$ cat config.mk
export PLATFORM = sky130hd
export DESIGN_NAME = bus_err_detect
export DESIGN_NICKNAME = d
export VERILOG_FILES = /design/src/rtl/bus_err_pkg.sv /design/src/rtl/line_low_timer.sv /design/src/rtl/ring_space_check.sv /design/src/rtl/err_status_bank.sv /design/src/rtl/bus_err_detect.sv
export SDC_FILE = /design/constraint.sdc
export NUM_CORES = 1
export LEC_CHECK = 0
export BUFFER_PORTS_ARGS = -buffer_cell sky130_fd_sc_hd__buf_2
export CAP_MARGIN = 20
export CORE_UTILIZATION = 58
export DETAILED_ROUTE_END_ITERATION = 7
export PLACE_DENSITY = 0.86
export REMOVE_ABC_BUFFERS = 1
export SYNTH_ARGS = -nofsm -noshare
export SYNTH_HDL_FRONTEND = slang
export SYNTH_HIERARCHICAL = 1
export SYNTH_SLANG_ARGS = --single-unit
$ cat constraint.sdc
create_clock -name clk -period 2.25 [get_ports clk]
set_clock_uncertainty 0.15 [all_clocks]
set_input_delay 0.225 -clock clk [delete_from_list [all_inputs] [get_ports clk]]
set_output_delay 0.225 -clock clk [all_outputs]
set_load 0.01 [all_outputs]
$ cat src/rtl/bus_err_pkg.sv
package bus_err_pkg;
    localparam int NUM_ERR  = 4;
    localparam int ERR_SCL  = 0;
    localparam int ERR_SDA  = 1;
    localparam int ERR_AF   = 2;
    localparam int ERR_FULL = 3;

    typedef enum logic [1:0] {
        LT_HIGH    = 2'd0,
        LT_LOW     = 2'd1,
        LT_EXPIRED = 2'd2
    } line_state_t;
endpackage

$ cat src/rtl/line_low_timer.sv
module line_low_timer
    import bus_err_pkg::*;
#(
    parameter int CNT_W = 16
) (
    input  logic             clk,
    input  logic             rst_n,
    input  logic             line_i,
    input  logic [CNT_W-1:0] thr_i,
    output logic             hit_o
);
    localparam logic [CNT_W-1:0] CNT_MAX = '1;

    line_state_t      state_q, state_d;
    logic [CNT_W-1:0] cnt_q, cnt_d;
    logic [CNT_W-1:0] cnt_inc;

    assign cnt_inc = (cnt_q == CNT_MAX) ? cnt_q : cnt_q + 1'b1;

    always_ff @(posedge clk or negedge rst_n) begin
        if (!rst_n) begin
            state_q <= LT_HIGH;
            cnt_q   <= '0;
        end else begin
            state_q <= state_d;
            cnt_q   <= cnt_d;
        end
    end

    always_comb begin
        state_d = state_q;
        cnt_d   = cnt_q;
        hit_o   = 1'b0;
        unique case (state_q)
            LT_HIGH: begin
                if (!line_i) begin
                    hit_o   = (thr_i == '0);
                    cnt_d   = cnt_inc;
                    state_d = hit_o ? LT_EXPIRED : LT_LOW;
                end
            end
            LT_LOW: begin
                if (line_i) begin
                    cnt_d   = '0;
                    state_d = LT_HIGH;
                end else begin
                    hit_o   = (cnt_q >= thr_i);
                    cnt_d   = cnt_inc;
                    state_d = hit_o ? LT_EXPIRED : LT_LOW;
                end
            end
            LT_EXPIRED: begin
                if (line_i) begin
                    cnt_d   = '0;
                    state_d = LT_HIGH;
                end else begin
                    cnt_d   = cnt_inc;
                end
            end
            default: begin
                cnt_d   = '0;
                state_d = LT_HIGH;
            end
        endcase
    end

    // a timeout only fires on a low sample
    assert_hit_on_low_R1: assert property (@(posedge clk) disable iff (!rst_n)
        hit_o |-> !line_i);

    // once expired, no second fire until the line goes high
    assert_once_per_episode_R3: assert property (@(posedge clk) disable iff (!rst_n)
        (state_q == LT_EXPIRED) |-> !hit_o);

    // a low sample never makes the count go down (no wrap)
    assert_no_wrap_R4: assert property (@(posedge clk) disable iff (!rst_n)
        (!line_i && state_q != LT_HIGH) |=> (cnt_q >= $past(cnt_q)));
endmodule

$ cat src/rtl/ring_space_check.sv
module ring_space_check #(
    parameter int PTR_W    = 12,
    parameter int AF_BYTES = 85,
    parameter int LG_W     = $clog2(PTR_W + 1)
) (
    input  logic             clk,
    input  logic             rst_n,
    input  logic [PTR_W-1:0] head_i,
    input  logic [PTR_W-1:0] tail_i,
    input  logic [LG_W-1:0]  lg_i,
    input  logic             wr_done_i,
    input  logic             wr_req_i,
    input  logic [PTR_W:0]   wr_len_i,
    output logic             af_hit_o,
    output logic             full_hit_o
);
    localparam logic [LG_W-1:0] LG_MAX  = LG_W'(PTR_W);
    localparam logic [PTR_W:0]  AF_LIM  = (PTR_W+1)'(AF_BYTES);
    localparam logic [PTR_W:0]  ONE_W   = (PTR_W+1)'(1);

    logic [LG_W-1:0] lg_eff;
    logic [PTR_W:0]  size_w, mask_w, diff_w, used_w, free_w;

    always_comb begin
        lg_eff = (lg_i > LG_MAX) ? LG_MAX : lg_i;
        size_w = ONE_W << lg_eff;
        mask_w = size_w - ONE_W;
        diff_w = {1'b0, head_i - tail_i};
        used_w = diff_w & mask_w;
        free_w = size_w - used_w;
    end

    assign af_hit_o   = wr_done_i && (free_w < AF_LIM);
    assign full_hit_o = wr_req_i && (free_w < wr_len_i);

    // free space always lies in 1 .. size
    assert_free_range_R5: assert property (@(posedge clk) disable iff (!rst_n)
        (free_w != '0) && (free_w <= size_w));
endmodule

$ cat src/rtl/err_status_bank.sv
module err_status_bank #(
    parameter int N = 4
) (
    input  logic         clk,
    input  logic         rst_n,
    input  logic [N-1:0] set_i,
    input  logic [N-1:0] clr_i,
    output logic [N-1:0] status_o,
    output logic [N-1:0] evt_o
);
    logic [N-1:0] st_q, ev_q;

    for (genvar i = 0; i < N; i++) begin : g_bit
        always_ff @(posedge clk or negedge rst_n) begin
            if (!rst_n) begin
                st_q[i] <= 1'b0;
                ev_q[i] <= 1'b0;
            end else begin
                st_q[i] <= set_i[i] | (st_q[i] & ~clr_i[i]);
                ev_q[i] <= set_i[i] & ~st_q[i];
            end
        end

        // a set always lands, even alongside a clear
        assert_set_wins_R9: assert property (@(posedge clk) disable iff (!rst_n)
            set_i[i] |=> status_o[i]);
    end

    assign status_o = st_q;
    assign evt_o    = ev_q;

    // uncleared bits hold
    assert_sticky_R8: assert property (@(posedge clk) disable iff (!rst_n)
        1'b1 |=> ((status_o & $past(status_o & ~clr_i)) == $past(status_o & ~clr_i)));

    // event pulses mark exactly the rising flags
    assert_evt_rise_R10: assert property (@(posedge clk) disable iff (!rst_n)
        1'b1 |=> (evt_o == (status_o & ~$past(status_o))));
endmodule

$ cat src/rtl/bus_err_detect.sv
module bus_err_detect
    import bus_err_pkg::*;
#(
    parameter int CNT_W    = 16,
    parameter int PTR_W    = 12,
    parameter int AF_BYTES = 85,
    parameter int LG_W     = $clog2(PTR_W + 1)
) (
    input  logic               clk,
    input  logic               rst_n,
    input  logic               scl_i,
    input  logic               sda_i,
    input  logic [CNT_W-1:0]   scl_thr_i,
    input  logic [CNT_W-1:0]   sda_thr_i,
    input  logic [PTR_W-1:0]   wr_head_i,
    input  logic [PTR_W-1:0]   rd_tail_i,
    input  logic [LG_W-1:0]    ring_lg_i,
    input  logic               wr_done_i,
    input  logic               wr_req_i,
    input  logic [PTR_W:0]     wr_len_i,
    input  logic [NUM_ERR-1:0] clr_i,
    output logic [NUM_ERR-1:0] status_o,
    output logic [NUM_ERR-1:0] evt_o
);
    logic [NUM_ERR-1:0] set_w;
    logic [1:0]         line_w;
    logic [1:0][CNT_W-1:0] thr_w;
    logic [1:0]         line_hit_w;

    assign line_w = {sda_i, scl_i};
    assign thr_w  = {sda_thr_i, scl_thr_i};

    for (genvar k = 0; k < 2; k++) begin : g_line
        line_low_timer #(.CNT_W(CNT_W)) u_timer (
            .clk    (clk),
            .rst_n  (rst_n),
            .line_i (line_w[k]),
            .thr_i  (thr_w[k]),
            .hit_o  (line_hit_w[k])
        );
    end

    ring_space_check #(
        .PTR_W    (PTR_W),
        .AF_BYTES (AF_BYTES),
        .LG_W     (LG_W)
    ) u_ring (
        .clk        (clk),
        .rst_n      (rst_n),
        .head_i     (wr_head_i),
        .tail_i     (rd_tail_i),
        .lg_i       (ring_lg_i),
        .wr_done_i  (wr_done_i),
        .wr_req_i   (wr_req_i),
        .wr_len_i   (wr_len_i),
        .af_hit_o   (set_w[ERR_AF]),
        .full_hit_o (set_w[ERR_FULL])
    );

    assign set_w[ERR_SCL] = line_hit_w[0];
    assign set_w[ERR_SDA] = line_hit_w[1];

    err_status_bank #(.N(NUM_ERR)) u_status (
        .clk      (clk),
        .rst_n    (rst_n),
        .set_i    (set_w),
        .clr_i    (clr_i),
        .status_o (status_o),
        .evt_o    (evt_o)
    );

    // no write-done, no new almost-full flag
    assert_af_gated_R6: assert property (@(posedge clk) disable iff (!rst_n)
        (!wr_done_i && !status_o[ERR_AF]) |=> !status_o[ERR_AF]);

    // no write request, no new full flag
    assert_full_gated_R7: assert property (@(posedge clk) disable iff (!rst_n)
        (!wr_req_i && !status_o[ERR_FULL]) |=> !status_o[ERR_FULL]);
endmodule

Word-level counts from Yosys, hierarchy flattened
Index checks and enable logic that the tools add are counted.
{ "op_classes": {"n_addsub": 5, "order_cmp": 5, "n_eq_ne": 10, "shift": 1, "n_mux": 27, "n_bitwise": 21, "reduce_logical": 10} }
{ "ops": {"columns": ["operator", "count"], "rows": [
  ["$mux 16", 6],
  ["$pmux 16 s2", 2],
  ["$add 16x1->16 const B", 2],
  ["$eq 16x16->1 const B", 2],
  ["$ge 16x16->1", 2],
  ["$logic_not 16->1", 2],
  ["$mux 2", 10],
  ["$and 12x13->13", 1],
  ["$lt 13x13->1", 1],
  ["$lt 13x7->1 const B", 1],
  ["$shl 1x4->13 const A", 1],
  ["$sub 13x1->13 const B", 1],
  ["$sub 13x13->13", 1],
  ["$pmux 2 s3", 2],
  ["$sub 12x12->12", 1],
  ["$and 1x1->1", 8],
  ["$ne 2x2->1 const B", 4],
  ["$not 1->1", 8],
  ["$eq 2x1->1 const B", 2],
  ["$eq 2x2->1 const B", 2],
  ["$gt 4x4->1 const B", 1],
  ["$logic_not 2->1", 2],
  ["$mux 1", 4],
  ["$mux 4", 1],
  ["other kinds (5)", 12]
]} }
{ "totals": {"reg_bits": 44, "out_inout_bits": 8} }

Depth between registers and ports, before layout
{ "depth": {"ltp_word": 9, "ltp_mapped": 22, "depth_no_buf": 22} }

Modules after synthesis
Netlist, hierarchy kept.
{ "modules_own_cells": {"columns": ["module", "n_inst", "cells_per_inst", "area_each_um2", "seq_area_each_um2"], "rows": [
  ["line_low_timer", 2, 178, 1522.7, 450.4],
  ["ring_space_check", 1, 236, 1662.8, 0.0],
  ["err_status_bank", 1, 20, 270.3, 200.2]
]} }

Worst setup path after synthesis
OpenSTA, ideal clock, no wires.
{ "synth_timing": {"path_kind": "input-to-reg", "startpoint": "input port ring_lg_i[0]", "endpoint": "register u_status.st_q[3], in the netlist u_status/status_o[3]", "arrival_time_ns": 4.486, "required_time_ns": 1.982, "path_slack_ns": -2.504, "stages": 19, "path_buffers": 1, "cell_sequence": "buf_12 or2b_2 or3_1 ha_1 nand2b_1 fa_1 or2_1 a311o_1 a31oi_1 o21bai_1 a21oi_1 xnor2_1 ha_1 nand3_1 o311a_1 o41ai_1 o211ai_1 a32o_1 a21o_1"} }
{ "synth_via": {"elab_chain_len": 9} }
{ "synth_rtl": {"columns": ["element", "line_no", "source"], "rows": [
  ["start: declaration", "bus_err_detect.sv:17", "input logic [LG_W-1:0] ring_lg_i,"],
  ["$gt 4x4->1", "ring_space_check.sv:25", "lg_eff = (lg_i > LG_MAX) ? LG_MAX : lg_i;"],
  ["$mux 4 (*)", "ring_space_check.sv:25", null],
  ["$shl 1x4->13 (*)", "ring_space_check.sv:26", "size_w = ONE_W << lg_eff;"],
  ["$sub 13x1->13", "ring_space_check.sv:27", "mask_w = size_w - ONE_W;"],
  ["$and 12x13->13", "ring_space_check.sv:29", "used_w = diff_w & mask_w;"],
  ["$sub 13x13->13 (*)", "ring_space_check.sv:30", "free_w = size_w - used_w;"],
  ["$lt 13x13->1 (*)", "ring_space_check.sv:34", "assign full_hit_o = wr_req_i && (free_w < wr_len_i);"],
  ["$logic_and 1x1->1 (*)", "ring_space_check.sv:34", null],
  ["net set_w[3]", "bus_err_detect.sv:25", "logic [NUM_ERR-1:0] set_w;"],
  ["$or 1x1->1 (*)", "err_status_bank.sv:19", "st_q[i] <= set_i[i] | (st_q[i] & ~clr_i[i]);"],
  ["end signal: indexed assignment", "err_status_bank.sv:19", null],
  ["end: declaration", "err_status_bank.sv:11", "logic [N-1:0] st_q, ev_q;"]
]} }
The timed path passes the listed nets; every way through them passes the cells marked *.
A chain may end at the register's enable or synchronous reset.

Worst setup path after layout
{ "layout_timing": {"startpoint": "input port ring_lg_i[1]", "endpoint": "register u_status.st_q[3], in the netlist u_status/status_o[3]"} }
Same word-level chain as after synthesis.

==> results_dict.tcl <==
set metrics [dict create \
    routabilityCongestion 0.914 \
    p_per_area_nw_per_um2 521 \
    final_cell_mix "88 x buf_2, 87 x buf_4, 82 x inv_1, 65 x ha_1, 58 x nor2_1" \
    overflow 0 \
    area_growth_pct 31.5 \
    antenna_found_initial 1 \
    end_kind "flop" \
    clk_pin_slew_ns 0.09 \
    drc_errors 0 \
    slowest_delay_ns 0.38 \
    via_per_inst 6.00 \
    worstHoldPathType "input port to flop" \
    maxCapViolations 0 \
    final_antenna_net_count 0 \
    worstPathRequired_ns 2.29 \
    cts_buffer_depth 2 \
    crit_family "compound AO/OA/AOI/OAI gates" \
    cp-start-kind "input port" \
    num_vias 5348 \
    fmax_ghz 0.223 \
    core_sq_um 8260 \
    crit_arrival_ns 4.52 \
    ios 91 \
    p_leak_nw 3.40 \
    dieWidth_um 94.7 \
    setup_viol 4 \
    cts-root-buf "clkbuf_8" \
    syn_inst 612 \
    slew_headroom 0.601 \
    netlist_area_sq_um 4980 \
    drive_above_1_share 0.314 \
    final_common_cell "buf_2" \
    ys_seq_area_frac 0.221 \
    cts.sinks 44 \
    fin_crit_sh 1.99 \
    power_mw 3.41 \
    whs_ns 0.0366 \
    final_util 0.793 \
    start_util 0.603 \
    cts_tree "yes" \
    hold_violations 0 \
    grt_max_degree 25 \
    period_needed_ns 4.48 \
    path_buf_inv 1 \
    antenna_cells 0 \
    grt_pass1_vias 5161 \
    port_buffers 90 \
    dp_hpwl_um 10500 \
    async_flop_share 1.00 \
    dpl_worst_slack_ns -2.79 \
    synth_area_leader_cell "dfrtp_1" \
    synth.top_cells.by_area "dfrtp_1 22%, ha_1 17%, inv_1 6.2%, xnor2_1 5.6%, a21oi_1 5.0%" \
    cp_num_cells 19 \
    status "finished, violations left" \
    grt_use_total 0.305 \
    fin_cells 892 \
    violations "setup timing" \
    wl_per_cell_um 15.8 \
    num-fill-cells 542 \
    setup_ws_ns -2.23 \
    nets 940 \
    synth_edf_count 0 \
    synth_cell_types 74 \
    worstMarginPinSlew_ns 0.592 \
    critPathSlowestCell "fa_2" \
    routed_wl_um 14100 \
    drv_slew 0 \
    ys_ff_latch 44 \
    synth-main-ff-cell "dfrtp_1" \
    hold_depth 2 \
    firstDrtPassIters 7 \
    die_area_sq_um 8960 \
    grt_pass1_wl_um 21900 \
    rows 33 \
    cts_inserted_buffers 5 \
    path_class "input port to flop" \
    path_cells "buf_6, or2b_4, or3_4, ha_4, nand2b_4, fa_2, or2_1, a311o_1, a31oi_2, o21bai_1, a21oi_2, xnor2_2, ha_1, nand3_1, o311a_1, o41ai_2, o211ai_1, a32o_2, a21o_1" \
    path_max_fanout 2 \
    dieHeight_um 94.7 \
    synth_area_per_cell_sq_um 8.13 \
    yosys_warnings 6 \
    drt_iter0_drc 376 \
    rsz0062_at_grt "true" \
    yosysTopAreaCellShare 0.221 \
    dp.cells 872 \
    htree_levels 2 \
    insertion_delay_ns 0.30 \
    r2r_cells 7 \
    max-vdd-ir-drop_mv 0.281 \
]
==> metal layers <==
| metal | part of all wire | track usage | up-vias |
|---|---|---|---|
| li1 | - | - | 2545 |
| met2 | 0.52 | 0.585 | 243 |
| met3 | 0.053 | 0.0411 | 60 |
| met4 | 0.042 | 0.136 | 0 |
| met1 | 0.39 | 0.328 | 2500 |
| met5 | 0 | 0 | - |
==> cell usage after synthesis, types with 3 or more instances <==
cell       instances
nand4_1           18
a211oi_1          13
dfrtp_1           44
nand3_1           17
o2111ai_1          4
mux2_2             3
xor2_1             6
buf_2              6
nor4_1            12
and2_1             4
o21a_1             8
o22ai_1            7
a21oi_1           50
mux2i_1            3
nand2b_1          11
inv_1             82
o21bai_1           3
a211o_1            4
nand2_1           25
nor2b_1            4
nor2_1            59
and4_1             4
ha_1              69
nor3_1            12
o31ai_1            5
a21o_1             9
o21ai_0           14
o41ai_1            3
a31oi_1            8
and3_1             3
xnor2_1           32
a21oi_2            4
nand3b_1           3
o211ai_1           3
or4_4              3
==> power by group <==
group          leakage, nW  switching [mW]  internal [mW]
registers            0.602          0.0759          0.855
clock network       0.0645           0.277          0.392
logic                 2.73           0.960          0.848
==> worst paths after layout <==
check	startpoint	to	slack, ns
max	ring_lg_i[1]	u_status/status_o[3]	-2.23
min	sda_i	g_line[1].u_timer/state_q[1]	0.04
max reg2reg	g_line[0].u_timer/cnt_q[5]	g_line[0].u_timer/state_q[0]	0.07
min reg2reg	u_status/status_o[1]	u_status/evt_o[1]	0.31
max in group asynchronous	rst_n	g_line[0].u_timer/cnt_q[0]	1.15
min in group asynchronous	rst_n	g_line[1].u_timer/state_q[0]	0.27
==> cells by family (layout without fill, tap and decap cells) <==
family,count (synthesis),after routing,synth area share
AO/OA/AOI/OAI,162,162,0.225
buffers and inverters,97,272,0.0844
adder cells (fa/ha/maj),71,71,0.181
flip-flops,44,44,0.221
multiplexers,6,6,0.0128
XOR/XNOR,38,38,0.0669
AND/OR/NAND/NOR,194,194,0.209
==> per-stage QoR <==
stage | setup TNS (ns) | cell area, sq um
after floorplan | -10.72 | 4870
after global placement | -9.34 | 6060
after detailed placement | -10.03 | 6060
after CTS | -7.39 | 6360
after global routing | -8.42 | 6550
final | -8.22 | 6550
==> flip-flops by register name, summed over array words and instances (netlist names) <==
register and flops:
g_line.u_timer/cnt_q 32, g_line.u_timer/state_q 4, u_status/evt_o 4, u_status/status_o 4
==> final cells by class <==
cell class | count | area [sq um] | share of cell area
Sequential cell | 44 | 1100 | 0.168
Inverter | 82 | 308 | 0.0470
Clock buffer | 7 | 96.3 | 0.0147
Timing Repair Buffer | 182 | 1180 | 0.180
Multi-Input combinational cell | 471 | 3700 | 0.565
Clock inverter | 1 | 30.0 | 0.00459
Tap cell | 105 | 131 | 0.0201
==> what timing repair did <==
action | CTS | global route
hold buffers | 1 | 0
gates resized for setup | 25 | 23
buffers inserted | 5 | 8
endpoints found under the hold margin | 20 | 0
setup endpoints to repair | 4 | 11
pin swaps | 24 | 29
No activity file was read; power rests on OpenSTA's default activity.
